--- src/rtl/xw_pkg.sv ---
package xw_pkg;
  localparam int ADDR_W_DEF = 8;
  localparam int NIB_W_DEF  = 4;
  localparam int RING_W_DEF = 4;

  // next-value source for a channel address register
  typedef enum logic [1:0] {
    NXT_KEEP = 2'd0,
    NXT_LOAD = 2'd1,
    NXT_HOLD = 2'd2,
    NXT_INC  = 2'd3
  } adr_nxt_e;
endpackage

--- src/rtl/xw_ring.sv ---
module xw_ring #(
  parameter int W = xw_pkg::RING_W_DEF
) (
  input  logic         clk,
  input  logic         rst,
  input  logic         run_n,
  input  logic         ld,
  input  logic [W-1:0] ld_val,
  input  logic         shift,
  output logic [W-1:0] q
);
  always_ff @(posedge clk or negedge run_n) begin
    if (!run_n)     q <= '0;
    else if (rst)   q <= '0;
    else if (ld)    q <= ld_val;
    else if (shift) q <= {q[W-2:0], q[W-1]};
  end

  assert_ring_load_R2_R3: assert property (@(posedge clk) disable iff (rst || !run_n)
    ld |=> q == $past(ld_val));

  assert_ring_rotate_R4: assert property (@(posedge clk) disable iff (rst || !run_n)
    (shift && !ld) |=> (q[0] == $past(q[W-1])) && (q[W-1:1] == $past(q[W-2:0])));
endmodule

--- src/rtl/xw_chan_addr.sv ---
module xw_chan_addr
  import xw_pkg::*;
#(
  parameter int ADDR_W = ADDR_W_DEF,
  parameter int NIB_W  = NIB_W_DEF
) (
  input  logic              clk,
  input  logic              rst,
  input  logic              ld,
  input  logic [ADDR_W-1:0] ld_val,
  input  logic              hold,
  input  logic [ADDR_W-1:0] hold_val,
  input  logic              req,
  input  logic              dly,
  output logic [ADDR_W-1:0] adr
);
  localparam int HI_W = ADDR_W - NIB_W;

  logic     held;
  adr_nxt_e nxt;
  logic [NIB_W-1:0] lo_inc;

  always_ff @(posedge clk) begin
    if (rst) held <= 1'b0;
    else     held <= req;
  end

  always_comb begin
    if (ld)               nxt = NXT_LOAD;
    else if (hold)        nxt = NXT_HOLD;
    else if (held && dly) nxt = NXT_INC;
    else                  nxt = NXT_KEEP;
  end

  assign lo_inc = adr[NIB_W-1:0] + NIB_W'(1);

  always_ff @(posedge clk) begin
    if (rst) adr <= '0;
    else begin
      unique case (nxt)
        NXT_LOAD: adr <= ld_val;
        NXT_HOLD: adr <= hold_val;
        NXT_INC:  adr <= {adr[ADDR_W-1:NIB_W], lo_inc};
        default:  adr <= adr;
      endcase
    end
  end

  assert_hi_fixed_R5: assert property (@(posedge clk) disable iff (rst)
    (!ld && !hold) |=> adr[ADDR_W-1:NIB_W] == $past(adr[ADDR_W-1:NIB_W]));

  assert_step_R5: assert property (@(posedge clk) disable iff (rst)
    ($past(req) && dly && !ld && !hold) |=> adr[NIB_W-1:0] == NIB_W'($past(adr[NIB_W-1:0]) + NIB_W'(1)));

  assert_no_step_R6: assert property (@(posedge clk) disable iff (rst)
    (!dly && !ld && !hold) |=> $stable(adr));

  assert_load_R2_R3: assert property (@(posedge clk) disable iff (rst)
    ld |=> adr == $past(ld_val));

  initial assert (HI_W > 0) else $error("address must be wider than its stepped field");
endmodule

--- src/rtl/xw_cmp.sv ---
module xw_cmp #(
  parameter int NIB_W = xw_pkg::NIB_W_DEF
) (
  input  logic             clk,
  input  logic             rst,
  input  logic             cap,
  input  logic [NIB_W-1:0] cap_val,
  input  logic [NIB_W-1:0] probe,
  output logic [NIB_W-1:0] nib,
  output logic             eq
);
  always_ff @(posedge clk) begin
    if (rst) begin
      nib <= '0;
      eq  <= 1'b0;
    end else begin
      if (cap) nib <= cap_val;
      eq <= (nib == probe);
    end
  end

  assert_nib_stable_R7: assert property (@(posedge clk) disable iff (rst)
    !cap |=> $stable(nib));

  assert_nib_capture_R3: assert property (@(posedge clk) disable iff (rst)
    cap |=> nib == $past(cap_val));
endmodule

--- src/rtl/xw_addr_seq.sv ---
module xw_addr_seq #(
  parameter int ADDR_W = xw_pkg::ADDR_W_DEF,
  parameter int NIB_W  = xw_pkg::NIB_W_DEF,
  parameter int RING_W = xw_pkg::RING_W_DEF
) (
  input  logic              clk,
  input  logic              rst,
  input  logic              run_n,
  input  logic              ld_adr,
  input  logic [ADDR_W-1:0] src_adr,
  input  logic [RING_W-1:0] ring_pat,
  input  logic              ld_ch2,
  input  logic              shift1_en,
  input  logic              ch1_needs,
  input  logic              ch2_will_get,
  input  logic              hold,
  input  logic [ADDR_W-1:0] cur_addr,
  output logic [ADDR_W-1:0] adr1,
  output logic [ADDR_W-1:0] adr2,
  output logic [RING_W-1:0] ring1,
  output logic [RING_W-1:0] ring2,
  output logic              cmp_eq
);
  localparam int HI_W = ADDR_W - NIB_W;

  logic [NIB_W-1:0]  cmp_nib;
  logic [ADDR_W-1:0] hold_val;

  assign hold_val = {adr1[ADDR_W-1:NIB_W], cmp_nib};

  xw_ring #(.W(RING_W)) u_ring1 (
    .clk(clk), .rst(rst), .run_n(run_n),
    .ld(ld_adr), .ld_val(ring_pat), .shift(shift1_en), .q(ring1)
  );

  xw_ring #(.W(RING_W)) u_ring2 (
    .clk(clk), .rst(rst), .run_n(run_n),
    .ld(ld_ch2), .ld_val(ring1), .shift(ch2_will_get), .q(ring2)
  );

  xw_chan_addr #(.ADDR_W(ADDR_W), .NIB_W(NIB_W)) u_adr1 (
    .clk(clk), .rst(rst),
    .ld(ld_adr), .ld_val(src_adr),
    .hold(1'b0), .hold_val(src_adr),
    .req(ch1_needs), .dly(ring1[0]),
    .adr(adr1)
  );

  xw_chan_addr #(.ADDR_W(ADDR_W), .NIB_W(NIB_W)) u_adr2 (
    .clk(clk), .rst(rst),
    .ld(ld_ch2), .ld_val(adr1),
    .hold(hold), .hold_val(hold_val),
    .req(ch2_will_get), .dly(ring2[0]),
    .adr(adr2)
  );

  xw_cmp #(.NIB_W(NIB_W)) u_cmp (
    .clk(clk), .rst(rst),
    .cap(ld_ch2), .cap_val(adr1[NIB_W-1:0]),
    .probe(cur_addr[NIB_W-1:0]),
    .nib(cmp_nib), .eq(cmp_eq)
  );

  assert_hold_form_R8: assert property (@(posedge clk) disable iff (rst)
    (hold && !ld_ch2) |=> (adr2[NIB_W-1:0] == $past(cmp_nib)) &&
                          (adr2[ADDR_W-1:NIB_W] == $past(adr1[ADDR_W-1:NIB_W])));

  assert_ch2_load_wins_R8: assert property (@(posedge clk) disable iff (rst)
    (ld_ch2 && hold) |=> adr2 == $past(adr1));

  assert_reset_clears_R1: assert property (@(posedge clk)
    rst |=> (adr1 == '0) && (adr2 == '0) && (ring1 == '0) && (ring2 == '0) && !cmp_eq);

  initial assert (HI_W > 0 && RING_W > 1) else $error("bad parameter set");
endmodule

--- config.mk ---
export PLATFORM = sky130hd
export DESIGN_NAME = xw_addr_seq
export DESIGN_NICKNAME = d
export VERILOG_FILES = /design/src/rtl/xw_pkg.sv /design/src/rtl/xw_ring.sv /design/src/rtl/xw_chan_addr.sv /design/src/rtl/xw_cmp.sv /design/src/rtl/xw_addr_seq.sv
export SDC_FILE = /design/constraint.sdc
export NUM_CORES = 1
export LEC_CHECK = 0
export CAP_MARGIN = 20
export CORE_MARGIN = 1.5
export CORE_UTILIZATION = 35
export CTS_CLUSTER_SIZE = 24
export DETAILED_ROUTE_END_ITERATION = 8
export PLACE_DENSITY = 0.75
export SLEW_MARGIN = 30
export SYNTH_ARGS = -nofsm -noshare
export SYNTH_HDL_FRONTEND = slang
export SYNTH_SLANG_ARGS = --single-unit
--- constraint.sdc ---
create_clock -name clk -period 3.45 [get_ports clk]
set_clock_uncertainty 0.2 [all_clocks]
set_input_delay 1.035 -clock clk [delete_from_list [all_inputs] [get_ports clk]]
set_output_delay 1.035 -clock clk [all_outputs]
set_load 0.005 [all_outputs]
==> out/qor.csv <==
metric,value,unit
post-synth net total,195,
final WL,3110,um
Post-DP Area,1980,um2
min Tclk post-route,2.55,ns
drt wl/cell,11.9,um
largest area contributor in the netlist,dfxtp_1,
Setup TNS Final,0,ns
critical path cell sequence,clkdlybuf4s50_1 -> nor2_1 -> o21ai_0 -> nand2_1 -> o221ai_1,
Synth Instances,164,
via count,1239,
FMAX,392,MHz
Hold WS,0.258,ns
maximum number of pins on one net before global-route repair,18,
Fillers,381,
Clock Path Buffers,2,
Via density,4.73,
Worst Hold Class,reg2reg,
Setup CP Type,in2reg,
# DRC,0,
peak supply drop,0.000301,V
dpl ws,0.606,ns
PortBufs,49,
Worst-Skew Late Latency,0.28,ns
register area share after synthesis,45.0,%
status,"finished, final reports clean",
Max Slew Vio Count,0,
"commonest non-fill, non-tap cell in the layout",clkdlybuf4s50_1,
highest-count cells in the layout ignoring fill and taps,"clkdlybuf4s50_1 (49), nor2_1 (28), dfxtp_1 (23)",
leakage,0.000854,uW
cell family with most CP delay,buffers and inverters,
routability cong.,0.774,
"flops & latches, synth",31,
post-CTS setup buffer count,0,
CTS tree,built,
cell row count,23,
RSZ-0062 raised after global routing,no,
Setup crit start kind,input pin,
Ant. Diodes,0,
Area Overhead vs Synth,42.5,%
root buffer cell,clkbuf_8,
dpl cells,254,
1st-iter DRT viols,40,
"Reg clk slew, reported paths",0.07,ns
Nets,242,
CP max stage delay,0.64,ns
Slew HR,50.1,%
post-route insts no fill,262,
vias in the first global route,1178,
Syn Area/Cell,8.95,um2
Max Cap Viol,0,
Tcrit/Tclk final,74.0,%
Tightest Pin Transition,0.746,ns
YS warnings,0,
Worst EP arrival,2.51,ns
ANT nets after route,0,
CTS buffer count,5,
Post-CTS Resized,0,
core area,4030,um2
top cell type's share of synthesized area,31.4,%
Initial Utilization,36.4,%
synthesized cell area,1470,um2
TritonRoute pass-1 iters,4,
Chip Height,67.8,um
I/O pins,54,
slowest CP cell,clkdlybuf4s50_1,
worst-path fanout max,13,
worst path bufs/invs,1,
Finished Cell Area,2090,um2
Pwr Density,412,nW/um2
final hold vios,0,
share of cells above drive strength 1,7.55,%
H-tree depth,2,
setup violation total in the final timing report,0,
Worst EP required,3.41,ns
Clock Sinks,31,
all-layer global routing usage,15.1,%
Synth cell types,33,
die width,67.8,um
first-pass GRT wire length,5110,um
crit end category,flop,
full die area,4590,um2
Synth area leaders,"dfxtp_1 (31%), dfrtp_1 (14%), mux2i_1 (11%), nor2_1 (7.2%), a21oi_1 (6.5%)",
final setup margin,0.897,ns
"Hold-fix buffers, CTS",0,
initial antenna violation count,0,
GRT overflow,0,
Post-DP HPWL,2360,um
[cell type report]
type / count / area, um2 / share of cell area [%]
clock buffer: 7 / 108 / 5.15
clock inverter: 1 / 5.00 / 0.239
inverter: 4 / 15.0 / 0.718
multi-input combinational: 117 / 727 / 34.8
sequential: 31 / 661 / 31.6
tap: 50 / 62.6 / 2.99
timing repair buffer: 52 / 513 / 24.5
[synth_stat cells, drive strengths merged]
cell type,n
o31ai,2
nor2,28
a2bb2oi,1
xnor2,5
xor2,3
clkbuf,5
inv,4
mux2i,16
nand2,16
mux2,1
a21oi,19
dfxtp,23
buf,7
ha,2
nand2b,4
o221ai,1
a21o,1
and3b,1
o21ai,3
dfrtp,8
nand3b,1
o2bb2ai,1
a211oi,2
or2,1
o21a,1
nand3,4
nor2b,3
nor3,1
[logic make-up after synthesis]
family / synth area share [%]
buf+inv: 5.46
flops: 45.0
fa+ha+maj: 1.70
mux: 11.7
simple gates: 17.5
compound gates: 13.9
xor+xnor: 4.77
[registers in the layout, summed over array words and instances, names as in the netlist]
| signal | count |
|---|---|
| u_adr2.adr | 8 |
| u_cmp.eq | 1 |
| u_ring1.q | 4 |
| u_adr2.held | 1 |
| u_adr1.adr | 8 |
| u_cmp.nib | 4 |
| u_ring2.q | 4 |
| u_adr1.held | 1 |
[report_power, final]
group | leakage, uW | total, uW | internal [uW] | switching, uW
logic | 0.000497 | 128 | 77.7 | 50.4
clock network | 0.0000594 | 340 | 204 | 136
registers | 0.000297 | 394 | 377 | 16.5
total | 0.000854 | 862 | 659 | 203
[worst min-delay path: cells and delay by family (launching register included)]
family | cells | cell delay (ns)
DFF | 1 | 0.31
and+or+nand+nor | 1 | 0.05
AOI/OAI and AO/OA | 1 | 0.05
[per-layer routing]
layer | global-route usage [%] | wire length [um] | up-vias
met3 | 5.83 | 196 | 5
li1 | - | - | 643
met2 | 24.1 | 1450 | 31
met1 | 18.2 | 1420 | 560
met5 | 0 | 0 | -
met4 | 6.12 | 36 | 0
[per-stage QoR]
stage	utilization (%)	power, uW
4_1_cts	51.9	874
3_3_place_gp	49.1	528
3_5_place_dp	49.1	531
5_1_grt	51.9	905
2_1_floorplan	-	461
6_report	51.9	862
[worst paths after layout]
path	from	endpoint	depth (start not counted)	slack [ns]
min in group asynchronous	run_n	u_ring2.q[1]	1	0.83
max in group asynchronous	run_n	u_ring1.q[1]	1	1.96
worst max-delay path	ld_ch2	u_adr2.adr[3]	5	0.90
worst min-delay path	u_adr2.adr[6]	u_adr2.adr[6]	2	0.26
worst max register to register	u_ring2.q[0]	u_adr2.adr[2]	4	1.98
worst min register to register	u_adr2.adr[6]	u_adr2.adr[6]	2	0.26
Note: power is estimated with default switching activity, not from simulation.
